**src/rtl/ipt_pkg.sv**
```systemverilog
`timescale 1ns/1ps
package ipt_pkg;
  localparam int BYTE_W   = 8;
  localparam int WORD_W   = 2 * BYTE_W;
  localparam int PTR_W    = 3;
  localparam int NUM_LIM  = 3;
  localparam int LIM_BASE = 2;

  typedef enum logic [PTR_W-1:0] {
    SEL_TEMP = 3'd0,
    SEL_CFG  = 3'd1,
    SEL_LOW  = 3'd2,
    SEL_HIGH = 3'd3,
    SEL_CRIT = 3'd4
  } sel_e;

  typedef enum logic [2:0] {
    ST_IDLE, ST_ADDR, ST_ADDR_ACK, ST_WR, ST_WR_ACK, ST_RD, ST_RD_ACK
  } bus_st_e;

  // strobes from bus control to the register datapath
  typedef struct packed {
    logic rxShift;
    logic ptrLoad;
    logic wrFirst;
    logic wrSecond;
    logic txLoad;
    logic txIdx;
    logic txShift;
  } strobe_t;
endpackage

```
**src/rtl/ipt_sync.sv**
```systemverilog
`timescale 1ns/1ps
module ipt_sync #(
  parameter int STAGES = 2
) (
  input  logic clk,
  input  logic rstN,
  input  logic sclIn,
  input  logic sdaIn,
  output logic sclS,
  output logic sdaS,
  output logic sclRise,
  output logic sclFall,
  output logic startDet,
  output logic stopDet
);
  logic [STAGES-1:0] sclPipe, sdaPipe;
  logic sclD, sdaD;

  always_ff @(posedge clk or negedge rstN) begin
    if (!rstN) begin
      sclPipe <= '1;
      sdaPipe <= '1;
      sclD    <= 1'b1;
      sdaD    <= 1'b1;
    end else begin
      sclPipe <= {sclPipe[STAGES-2:0], sclIn};
      sdaPipe <= {sdaPipe[STAGES-2:0], sdaIn};
      sclD    <= sclPipe[STAGES-1];
      sdaD    <= sdaPipe[STAGES-1];
    end
  end

  assign sclS     = sclPipe[STAGES-1];
  assign sdaS     = sdaPipe[STAGES-1];
  assign sclRise  = sclS & ~sclD;
  assign sclFall  = ~sclS & sclD;
  assign startDet = sclS & sclD & sdaD & ~sdaS;
  assign stopDet  = sclS & sclD & ~sdaD & sdaS;
endmodule

```
**src/rtl/ipt_ctrl.sv**
```systemverilog
`timescale 1ns/1ps
module ipt_ctrl
  import ipt_pkg::*;
#(
  parameter logic [6:0] DEV_ADDR = 7'h48
) (
  input  logic              clk,
  input  logic              rstN,
  input  logic              sclS,
  input  logic              sdaS,
  input  logic              sclRise,
  input  logic              sclFall,
  input  logic              startDet,
  input  logic              stopDet,
  input  logic [BYTE_W-1:0] rxByte,
  input  logic              txMsb,
  input  logic              wideSel,
  output strobe_t           stb,
  output logic              sdaOe,
  output logic              rdStrobe
);
  localparam int CNT_W = $clog2(BYTE_W + 1);
  localparam logic [CNT_W-1:0] LAST = CNT_W'(BYTE_W);

  bus_st_e          state;
  logic [CNT_W-1:0] bitCnt;
  logic [1:0]       dataCnt;
  logic             rwBit, mAck, rdIdx;
  logic             byteDone, addrHit, nextIdx;

  assign byteDone = (bitCnt == LAST);
  assign addrHit  = (rxByte[BYTE_W-1:1] == DEV_ADDR);
  assign nextIdx  = wideSel & ~rdIdx;

  always_comb begin
    stb          = '0;
    stb.rxShift  = sclRise && !byteDone && (state == ST_ADDR || state == ST_WR);
    stb.ptrLoad  = sclFall && byteDone && state == ST_WR && dataCnt == 2'd0;
    stb.wrFirst  = sclFall && byteDone && state == ST_WR && dataCnt == 2'd1;
    stb.wrSecond = sclFall && byteDone && state == ST_WR && dataCnt == 2'd2;
    stb.txLoad   = sclFall && ((state == ST_ADDR_ACK && rwBit) ||
                               (state == ST_RD_ACK && mAck));
    stb.txIdx    = (state == ST_RD_ACK) ? nextIdx : 1'b0;
    stb.txShift  = sclFall && !byteDone && state == ST_RD;
  end

  assign sdaOe = (state == ST_ADDR_ACK) || (state == ST_WR_ACK) ||
                 (state == ST_RD && !txMsb);

  always_ff @(posedge clk or negedge rstN) begin
    if (!rstN) begin
      state   <= ST_IDLE;
      bitCnt  <= '0;
      dataCnt <= '0;
      rwBit   <= 1'b0;
      mAck    <= 1'b0;
      rdIdx   <= 1'b0;
    end else if (stopDet) begin
      state  <= ST_IDLE;
      bitCnt <= '0;
    end else if (startDet) begin
      state  <= ST_ADDR;
      bitCnt <= '0;
    end else begin
      if (stb.txLoad) rdIdx <= stb.txIdx;
      case (state)
        ST_ADDR: begin
          if (sclRise && !byteDone) bitCnt <= bitCnt + CNT_W'(1);
          else if (sclFall && byteDone) begin
            bitCnt <= '0;
            if (addrHit) begin
              state <= ST_ADDR_ACK;
              rwBit <= rxByte[0];
            end else begin
              state <= ST_IDLE;
            end
          end
        end
        ST_ADDR_ACK: begin
          if (sclFall) begin
            state   <= rwBit ? ST_RD : ST_WR;
            dataCnt <= '0;
          end
        end
        ST_WR: begin
          if (sclRise && !byteDone) bitCnt <= bitCnt + CNT_W'(1);
          else if (sclFall && byteDone) begin
            bitCnt <= '0;
            state  <= ST_WR_ACK;
            if (dataCnt != 2'd3) dataCnt <= dataCnt + 2'd1;
          end
        end
        ST_WR_ACK: if (sclFall) state <= ST_WR;
        ST_RD: begin
          if (sclRise && !byteDone) bitCnt <= bitCnt + CNT_W'(1);
          else if (sclFall && byteDone) begin
            bitCnt <= '0;
            state  <= ST_RD_ACK;
          end
        end
        ST_RD_ACK: begin
          if (sclRise) mAck <= ~sdaS;
          if (sclFall) state <= mAck ? ST_RD : ST_IDLE;
        end
        default: state <= ST_IDLE;
      endcase
    end
  end

  always_ff @(posedge clk or negedge rstN) begin
    if (!rstN) rdStrobe <= 1'b0;
    else rdStrobe <= !stopDet && !startDet && state == ST_ADDR && sclFall &&
                     byteDone && addrHit && rxByte[0];
  end


  sda_low_phase_chk: assert property (@(posedge clk) disable iff (!rstN)
    $rose(sdaOe) |-> !sclS);

  stop_idle_chk: assert property (@(posedge clk) disable iff (!rstN)
    stopDet |=> (state == ST_IDLE && !sdaOe));

  strobe_ack_chk: assert property (@(posedge clk) disable iff (!rstN)
    rdStrobe |-> (state == ST_ADDR_ACK && rwBit && sdaOe));

  bit_bound_chk: assert property (@(posedge clk) disable iff (!rstN)
    bitCnt <= LAST);
endmodule

```
**src/rtl/ipt_dp.sv**
```systemverilog
`timescale 1ns/1ps
module ipt_dp
  import ipt_pkg::*;
(
  input  logic                            clk,
  input  logic                            rstN,
  input  logic                            sdaS,
  input  strobe_t                         stb,
  input  logic [WORD_W-1:0]               tempIn,
  output logic [BYTE_W-1:0]               rxByte,
  output logic                            txMsb,
  output logic                            wideSel,
  output logic [BYTE_W-1:0]               cfgOut,
  output logic [NUM_LIM-1:0][WORD_W-1:0]  limOut
);
  localparam int LIM_IW = $clog2(NUM_LIM);

  logic [BYTE_W-1:0] rxSh, txSh, stage, cfgReg;
  logic [PTR_W-1:0]  ptr;
  logic [WORD_W-1:0] limReg [NUM_LIM];
  logic [WORD_W-1:0] selWord;
  logic [LIM_IW-1:0] limOff;
  logic              limHit;

  assign limOff = LIM_IW'(ptr - PTR_W'(LIM_BASE));
  assign limHit = (32'(ptr) >= LIM_BASE) && (32'(ptr) < LIM_BASE + NUM_LIM);

  always_comb begin
    selWord = '0;
    wideSel = 1'b0;
    if (ptr == PTR_W'(SEL_TEMP)) begin
      selWord = tempIn;
      wideSel = 1'b1;
    end else if (ptr == PTR_W'(SEL_CFG)) begin
      selWord = {cfgReg, {BYTE_W{1'b0}}};
    end else if (limHit) begin
      selWord = limReg[limOff];
      wideSel = 1'b1;
    end
  end

  always_ff @(posedge clk or negedge rstN) begin
    if (!rstN) begin
      rxSh   <= '0;
      txSh   <= '0;
      stage  <= '0;
      cfgReg <= '0;
      ptr    <= PTR_W'(SEL_TEMP);
      for (int i = 0; i < NUM_LIM; i++) limReg[i] <= '0;
    end else begin
      if (stb.rxShift) rxSh <= {rxSh[BYTE_W-2:0], sdaS};
      if (stb.ptrLoad) ptr <= rxSh[PTR_W-1:0];
      if (stb.wrFirst) stage <= rxSh;
      if (stb.wrFirst && ptr == PTR_W'(SEL_CFG)) cfgReg <= rxSh;
      for (int i = 0; i < NUM_LIM; i++)
        if (stb.wrSecond && 32'(ptr) == LIM_BASE + i) limReg[i] <= {stage, rxSh};
      if (stb.txLoad)
        txSh <= stb.txIdx ? selWord[BYTE_W-1:0] : selWord[WORD_W-1:BYTE_W];
      else if (stb.txShift)
        txSh <= {txSh[BYTE_W-2:0], 1'b0};
    end
  end

  assign rxByte = rxSh;
  assign txMsb  = txSh[BYTE_W-1];
  assign cfgOut = cfgReg;

  for (genvar g = 0; g < NUM_LIM; g++) begin : g_limOut
    assign limOut[g] = limReg[g];
  end


  ptr_load_chk: assert property (@(posedge clk) disable iff (!rstN)
    !$stable(ptr) |-> $past(stb.ptrLoad));

  cfg_write_chk: assert property (@(posedge clk) disable iff (!rstN)
    !$stable(cfgReg) |-> ($past(stb.wrFirst) && $past(ptr) == PTR_W'(SEL_CFG)));
endmodule

```
**src/rtl/i2c_ptr_target.sv**
```systemverilog
`timescale 1ns/1ps
module i2c_ptr_target
  import ipt_pkg::*;
#(
  parameter logic [6:0] DEV_ADDR    = 7'h48,
  parameter int         SYNC_STAGES = 2
) (
  input  logic        clk,
  input  logic        rstN,
  input  logic        sclIn,
  input  logic        sdaIn,
  output logic        sdaOe,
  input  logic [15:0] tempIn,
  output logic [7:0]  cfgOut,
  output logic [15:0] lowOut,
  output logic [15:0] highOut,
  output logic [15:0] critOut,
  output logic        rdStrobe
);
  logic sclS, sdaS, sclRise, sclFall, startDet, stopDet;
  logic [BYTE_W-1:0] rxByte;
  logic txMsb, wideSel;
  strobe_t stb;
  logic [NUM_LIM-1:0][WORD_W-1:0] limOut;

  ipt_sync #(.STAGES(SYNC_STAGES)) u_sync (
    .clk(clk), .rstN(rstN), .sclIn(sclIn), .sdaIn(sdaIn),
    .sclS(sclS), .sdaS(sdaS), .sclRise(sclRise), .sclFall(sclFall),
    .startDet(startDet), .stopDet(stopDet)
  );

  ipt_ctrl #(.DEV_ADDR(DEV_ADDR)) u_ctrl (
    .clk(clk), .rstN(rstN), .sclS(sclS), .sdaS(sdaS),
    .sclRise(sclRise), .sclFall(sclFall), .startDet(startDet), .stopDet(stopDet),
    .rxByte(rxByte), .txMsb(txMsb), .wideSel(wideSel),
    .stb(stb), .sdaOe(sdaOe), .rdStrobe(rdStrobe)
  );

  ipt_dp u_dp (
    .clk(clk), .rstN(rstN), .sdaS(sdaS), .stb(stb), .tempIn(tempIn),
    .rxByte(rxByte), .txMsb(txMsb), .wideSel(wideSel),
    .cfgOut(cfgOut), .limOut(limOut)
  );

  assign lowOut  = limOut[0];
  assign highOut = limOut[1];
  assign critOut = limOut[2];
endmodule

```
**config.mk**
```make
export PLATFORM = sky130hd
export DESIGN_NAME = i2c_ptr_target
export DESIGN_NICKNAME = d
export VERILOG_FILES = /design/src/rtl/ipt_pkg.sv /design/src/rtl/ipt_sync.sv /design/src/rtl/ipt_ctrl.sv /design/src/rtl/ipt_dp.sv /design/src/rtl/i2c_ptr_target.sv
export SDC_FILE = /design/constraint.sdc
export NUM_CORES = 1
export LEC_CHECK = 0
export BUFFER_PORTS_ARGS = -buffer_cell sky130_fd_sc_hd__buf_4
export CAP_MARGIN = 20
export CORE_MARGIN = 1.5
export CORE_UTILIZATION = 50
export DETAILED_ROUTE_END_ITERATION = 16
export GPL_TIMING_DRIVEN = 0
export PLACE_DENSITY = 0.71
export SLEW_MARGIN = 20
export SYNTH_ARGS = -nofsm -noshare
export SYNTH_HDL_FRONTEND = slang
export SYNTH_HIERARCHICAL = 1
export SYNTH_SLANG_ARGS = --single-unit
```
**constraint.sdc**
```tcl
create_clock -name clk -period 5.7 [get_ports clk]
set_input_delay 0.285 -clock clk [delete_from_list [all_inputs] [get_ports clk]]
set_output_delay 0.285 -clock clk [all_outputs]
set_load 0.01 [all_outputs]
```
==> qor.csv, run 1 <==
stage,metric,value,unit
timing,hold_viol,0,
synth,syn-cell-area,5180,um^2
route,wl_met1,6050,um
synth,ys_seq_elements,102,
synth,yosys.area.top_type,dfrtp_1,
synth,synth.most_common_cell,dfrtp_1,
timing,min_period,2.91,ns
placed_design,pre_cts_slack,2.86,ns
timing,worstMarginPinSlew,0.889,ns
synth,yosysSeqAreaShare,0.494,
placed_design,dpl.hpwl,9440,um
clocking,htree_num_levels,3,
route,antenna_left,0,
route,routed-wl-met3,901,um
setup_path,path_class,register to register,
pwr,clkPwrFrac,0.352,
timing,tns,0,ns
die,die_w,105,um
min_path,hold_path.class,input port to async pin,
synth,syn_inst,427,
synth,synth-edff-count,0,
die,coreArea,9910,um^2
synth,netlist_top_cells_area,"dfrtp_1 (46%), mux2_4 (7.2%), mux2_1 (7.0%)",
timing,fin_ws,2.79,ns
synth,synth_top_area_frac,0.464,
grt,antenna_found_initial,0,
grt,grt_use_total,0.249,
clocking,cts_tree,done,
grt,grt_max_degree,103,
final_layout,finalNonFillerCells,655,
route,wl_per_cell,20.1,um
setup_path,crit_path_frequent_cell,clkbuf_1,
synth,synthFlopType,dfrtp_1,
clocking,holdBufCountCts,0,
setup_path,cp-start-kind,register,
final_layout,fin_nets,543,
placed_design,dp.cells,637,
timing,post-route-period-util,0.511,
synth,syn-num-nets,453,
timing,fmax,343,MHz
synth,avgSynthCellArea,12.1,um^2
die,row_count,36,
timing,fin_hold_ws,0.0152,ns
final_layout,fin_util,0.625,
setup_path,cp_slowest_stage_delay,0.55,ns
status,status,finished clean,
setup_path,crit_fanout,10,
die,die_h,105,um
synth,ys_warn_count,6,
final_layout,fill_cells,808,
final_layout,drive_above_1_share,0.328,
timing,slew_violations,0,
clocking,clk_latency,0.38,ns
timing,setup_viol,0,
synth,synth_top_cells_by_count,"dfrtp_1 (96), mux2_1 (32), nand2_1 (26)",
pwr,swShare,0.277,
clocking,cts.path.max_buffers,2,
pwr,ir_worst_vdd,0.000134,V
pwr,leakagePower,2.98,nW
final_layout,insertedDiodeCount,0,
clocking,cts_buffers,9,
route,wl_met2,5910,um
timing,max_slew_margin,0.407,
setup_path,crit_buf_inv,3,
die,dieArea,11000,um^2
grt,grt_pass1_wl,20800,um
pwr,pwr-share-comb,0.096,
setup_path,worst_path_dominant_cell_family,simple AND/OR/NAND/NOR gates,
placed_design,io_buffer_count,77,
timing,skew,0.0155,ns
pwr,p_switching,0.432,mW
grt,first_global_vias,3744,
route,vias,3801,
pwr,p_seq_frac,0.551,
die,start_util,0.523,
route,first_pass_iters,5,
pwr,power_density,253,nW/um^2
route,viasPerCell,5.80,
clocking,root_buffer,clkbuf_8,
clocking,cts.clk_slew.worst_paths,0.10,ns
grt,grt_remaining_overflow,0,
setup_path,slowest_stage,dfstp_2,
route,top_layer,met4,
clocking,clock-sinks,102,
setup_path,cp_cell_sequence,nor2b_1 > clkbuf_1 > nand3_1 > nor2_1 > and2_1 > buf_2 > nor4b_4 > clkbuf_1 > nand2_1 > o21ai_0,
pwr,p_int,1.13,mW
route,drtIter0Drc,237,
setup_path,cp_data_arrival_time,3.21,ns
clocking,ctsResizeCount,0,
placed_design,gp_congestion,0.893,
run,max-cap-violations,0,
route,remaining_drc_errors,0,
timing,grt_setup_unrepaired,false,
final_layout,syn2layout_area_growth,19.5,%
route,drt_wl_total,13100,um
setup_path,end_kind,register,
setup_path,cp.required,5.99,ns
synth,async_flop_share,1.00,
synth,synth.distinct_cells,54,
die,io_pins,78,
clocking,post_cts_buffers,0,
-- placed cells by master (no fill, tap or decap), types with 2 or more instances in the layout --
master          n
nor2b_1        18
or4_1           2
inv_1          17
and4b_1         2
buf_6           9
buf_2           9
mux2_2         20
mux2i_1        14
o211ai_1        2
clkbuf_8        9
buf_4          79
a21oi_1        14
nand2_1        26
mux2_4         25
nand3_1         5
a31oi_1         3
ha_1            6
a211oi_1        7
and2_1          6
dfstp_2         6
a221o_1         7
nand2b_1        3
bufinv_16       3
nand3b_1        2
clkbuf_1        9
a22oi_1         4
nor2_1          6
o21ai_0        15
mux2_1         32
o22ai_1         9
o21ai_1        11
inv_6           2
dlygate4sd3_1   2
nor3_1          6
o2111ai_1       7
dfrtp_1        96
o311ai_1        7
-- through the flow --
step	cell area, um^2	total power, mW
floorplan	5180	0.925
global placement	5920	1.01
detailed placement	5930	1.02
CTS	6170	1.57
global route	6190	1.63
finish	6190	1.56
-- power by group through the flow --
| stage | clock, mW | sequential, mW | combinational [mW] |
|---|---|---|---|
| floorplan | 0 | 0.821 | 0.104 |
| global placement | 0 | 0.871 | 0.142 |
| detailed placement | 0 | 0.875 | 0.149 |
| CTS | 0.558 | 0.860 | 0.150 |
| global route | 0.593 | 0.870 | 0.166 |
| finish | 0.551 | 0.862 | 0.150 |
-- worst reg2reg max path: stages, from the launching register on --
cell and delay, ns:
dfstp_2 0.55, nor2b_1 0.26, clkbuf_1 0.37, nand3_1 0.13
nor2_1 0.15, and2_1 0.14, buf_2 0.30, nor4b_4 0.44
clkbuf_1 0.32, nand2_1 0.09, o21ai_0 0.09
-- final cells by class --
type,instances,area [um^2],area share
Buffer,29,191,0.0309
Clock buffer,10,128,0.0206
Clock inverter,6,115,0.0186
Inverter,18,67.6,0.0109
Multi-Input combinational cell,278,2360,0.381
Sequential cell,102,2560,0.414
Tap cell,133,166,0.0269
Timing Repair Buffer,79,602,0.0972
-- logic make-up after synthesis --
kind of cell	count (synthesis)	synth area share
buffers and inverters	47	0.0500
multiplexers	91	0.213
AND/OR/NAND/NOR	91	0.113
AO/OA/AOI/OAI	90	0.116
adder cells (fa/ha/maj)	6	0.0145
flip-flops	102	0.494
-- routing by layer --
metal,track usage,vias up
li1,-,1741
met1,0.359,1893
met2,0.370,144
met3,0.0586,23
met4,0.0841,0
met5,0,-
-- registers in the layout, summed over array words and instances, names as in the netlist --
signal           count
u_sync/sclD          1
u_ctrl/rdStrobe      1
u_ctrl/mAck          1
u_sync/sdaD          1
u_sync/sclPipe       2
u_dp/stage           8
u_dp/txSh            8
u_dp/limOut         48
u_ctrl/dataCnt       2
u_dp/cfgOut          8
u_ctrl/rdIdx         1
u_ctrl/bitCnt        4
u_sync/sdaPipe       2
u_dp/rxByte          8
u_dp/ptr             3
u_ctrl/state         3
u_ctrl/rwBit         1
-- worst paths after layout --
check	startpoint	to	slack, ns	cells after the start
max	u_sync/sclD$_DFF_PN1_	u_dp/cfgOut[4]$_DFFE_PN0P_	2.79	10
min	rstN	u_dp/limOut[1]$_DFFE_PN0P_	0.02	1
max reg2reg	u_sync/sclD$_DFF_PN1_	u_dp/cfgOut[4]$_DFFE_PN0P_	2.79	10
min reg2reg	u_sync/sclPipe[0]$_DFF_PN1_	u_sync/sclPipe[1]$_DFF_PN1_	0.36	0
max in group asynchronous	rstN	u_dp/cfgOut[1]$_DFFE_PN0P_	5.11	1
min in group clk	tempIn[9]	u_dp/txSh[1]$_DFFE_PN0P_	0.24	3
(Power assumes the default switching activity.)
==> run 2: changes to the inputs <==
--- a/config.mk
+++ b/config.mk
@@ -5,13 +5,14 @@
 export SDC_FILE = /design/constraint.sdc
 export NUM_CORES = 1
 export LEC_CHECK = 0
+export ABC_AREA = 1
 export BUFFER_PORTS_ARGS = -buffer_cell sky130_fd_sc_hd__buf_4
 export CAP_MARGIN = 20
 export CORE_MARGIN = 1.5
 export CORE_UTILIZATION = 50
 export DETAILED_ROUTE_END_ITERATION = 16
 export GPL_TIMING_DRIVEN = 0
-export PLACE_DENSITY = 0.71
+export PLACE_DENSITY = 0.72
 export SLEW_MARGIN = 20
 export SYNTH_ARGS = -nofsm -noshare
 export SYNTH_HDL_FRONTEND = slang
==> constraint.sdc (replaced) <==
create_clock -name clk -period 3.05 [get_ports clk]
set_input_delay 0.1525 -clock clk [delete_from_list [all_inputs] [get_ports clk]]
set_output_delay 0.1525 -clock clk [all_outputs]
set_load 0.01 [all_outputs]
==> qor.csv, run 2 <==
stage,metric,value,unit
status,status,finished clean,
die,start_util,0.519,
setup_path,cp_slowest_stage_delay,0.56,ns
route,drtIter0Drc,300,
die,io_pins,78,
setup_path,cp_data_arrival_time,2.67,ns
synth,synth.most_common_cell,nand2_1,
run,max-cap-violations,0,
route,antenna_left,0,
final_layout,drive_above_1_share,0.189,
setup_path,crit_fanout,10,
grt,first_global_vias,4516,
timing,min_period,2.44,ns
timing,post-route-period-util,0.800,
timing,fin_hold_ws,0.170,ns
die,row_count,36,
setup_path,cp_cell_sequence,inv_1 > nor2_1 > nand4_2 > inv_1 > nand2_1 > nor2_1 > inv_1 > nor2_1 > nand2_1 > clkbuf_1 > nand2_1 > o21ai_0,
die,dieArea,10800,um^2
final_layout,final_common_cell,nand2_1,
timing,tns,0,ns
timing,skew,0.0203,ns
placed_design,gp_congestion,0.906,
timing,grt_setup_unrepaired,false,
timing,hold_viol,0,
synth,synthFlopType,dfrtp_1,
placed_design,dpl.hpwl,10200,um
route,drt_wl_total,13800,um
pwr,leakagePower,3.01,nW
setup_path,slowest_stage,dfstp_2,
synth,syn_inst,645,
min_path,hold_path.class,input port to register,
route,viasPerCell,5.35,
grt,top_usage_layer,met2,
clocking,clock-sinks,102,
final_layout,largest_reg_flops,48,
pwr,ir_worst_vdd,0.000295,V
timing,slew_violations,0,
clocking,root_buffer,clkbuf_8,
setup_path,end_kind,register,
synth,syn-num-nets,671,
final_layout,fin_nets,762,
synth,synth-edff-count,0,
timing,fmax,410,MHz
grt,grtUsageMet1,0.345,
route,remaining_drc_errors,0,
synth,ys_warn_count,6,
synth,netlist_top_cells_area,"dfrtp_1 (47%), nand2_1 (14%), o21ai_0 (8.7%)",
setup_path,path_class,register to register,
timing,worstMarginPinSlew,0.911,ns
grt,grt_use_total,0.267,
placed_design,io_buffer_count,77,
grt,grt_remaining_overflow,0,
final_layout,final_cell_mix,"nand2_1 (185), dfrtp_1 (96), o21ai_0 (89), buf_4 (79), nand3_1 (72)",
grt,use_met3,0.0583,
synth,yosysSeqAreaShare,0.502,
die,die_h,104,um
final_layout,syn2layout_area_growth,19.5,%
synth,synth_top_cells_by_count,"nand2_1 (185), dfrtp_1 (96), o21ai_0 (89)",
synth,avgSynthCellArea,7.90,um^2
synth,ys_seq_elements,102,
clocking,cts_tree,done,
clocking,clk_latency,0.37,ns
die,coreArea,9820,um^2
setup_path,cp-start-kind,register,
route,wl_per_cell,15.8,um
grt,met2_usage,0.421,
die,die_w,104,um
clocking,cts.path.max_buffers,2,
route,first_pass_iters,5,
synth,synth_top_area_frac,0.471,
grt,grt_pass1_wl,22700,um
clocking,cts.clk_slew.worst_paths,0.11,ns
clocking,htree_num_levels,3,
synth,synth.distinct_cells,33,
final_layout,insertedDiodeCount,0,
clocking,ctsResizeCount,0,
synth,syn-cell-area,5100,um^2
synth,async_flop_share,1.00,
pwr,power_density,391,nW/um^2
route,vias,4673,
setup_path,cp.required,3.28,ns
timing,max_slew_margin,0.392,
timing,setup_viol,0,
grt,antenna_found_initial,0,
clocking,cts_buffers,9,
synth,yosys.area.top_type,dfrtp_1,
grt,grt_max_degree,103,
[run 2: changes by cell type after synthesis, sizes merged, moves of 13 or more]
cell   previous run  this run
o21ai            26        96
nand4             1        14
nand3             6        73
nor2b            18         0
nor2              6        37
mux2i            14         0
inv              18        74
nand2            26       191
mux2             77         0
[run 2: per-stage QoR]
stage               instances  power (mW)   util  setup slack, ns  instance area [um^2]
floorplan                 645        1.44      -             1.21                  5100
global placement          855        1.50  0.595            0.736                  5840
detailed placement        855        1.50  0.595            0.695                  5850
CTS                       874        2.41  0.620            0.647                  6090
global route              874        2.47  0.620            0.343                  6090
finish                    874        2.38  0.620            0.611                  6090
[run 2: timing repair]
action / in CTS / in global routing
setup buffers: 0 / 0
hold buffers: 3 / 0
hold endpoints to repair: 98 / 0
[run 2: cell type report]
cell class              instances  area (um^2)
clock buffers                   9          124
flip-flops and latches        102         2560
clock inverters                 7         91.3
multi-input cells             441         2090
plain buffers                  28          168
inverters                      74          283
fillers                       927         3730
repair buffers                 80          612
well taps                     133          166
[run 2: kinds of logic after synthesis]
group           after synthesis  synth area share
fa+ha+maj                     6            0.0147
simple gates                319             0.273
flops                       102             0.502
buf+inv                     102            0.0883
xor+xnor                      1           0.00172
compound gates              115             0.120
[run 2: path summary, 6_finish.rpt]
check / endpoint / slack [ns] / startpoint / cells past startpoint
max: u_dp/limOut[10]$_DFFE_PN0P_ / 0.61 / u_sync/sclD$_DFF_PN1_ / 12
min: u_dp/txSh[0]$_DFFE_PN0P_ / 0.17 / tempIn[8] / 5
max reg2reg: u_dp/limOut[10]$_DFFE_PN0P_ / 0.61 / u_sync/sclD$_DFF_PN1_ / 12
min reg2reg: u_sync/sdaPipe[1]$_DFF_PN1_ / 0.36 / u_sync/sdaPipe[0]$_DFF_PN1_ / 0
max in group asynchronous: u_dp/cfgOut[5]$_DFFE_PN0P_ / 1.99 / rstN / 2
min in group asynchronous: u_dp/limOut[5]$_DFFE_PN0P_ / 0.44 / rstN / 2
[run 2: critical path, delay by kind of cell, from the launching register on]
kind	cells	cell delay [ns]
AOI/OAI and AO/OA	1	0.10
buffers and inverters	4	0.50
DFF	1	0.56
and+or+nand+nor	7	1.14
[run 2: power by group]
group | internal (mW) | total (mW) | switching (mW)
sequential | 1.37 | 1.38 | 0.0118
clock | 0.399 | 0.903 | 0.503
combinational | 0.0343 | 0.100 | 0.0659
total | 1.80 | 2.38 | 0.581
[run 2: per-layer routing]
| metal | routed length [um] | vias up |
|---|---|---|
| met5 | 0 | - |
| met4 | 737 | 0 |
| met3 | 944 | 43 |
| met2 | 6310 | 185 |
| met1 | 5800 | 2173 |
| li1 | - | 2272 |
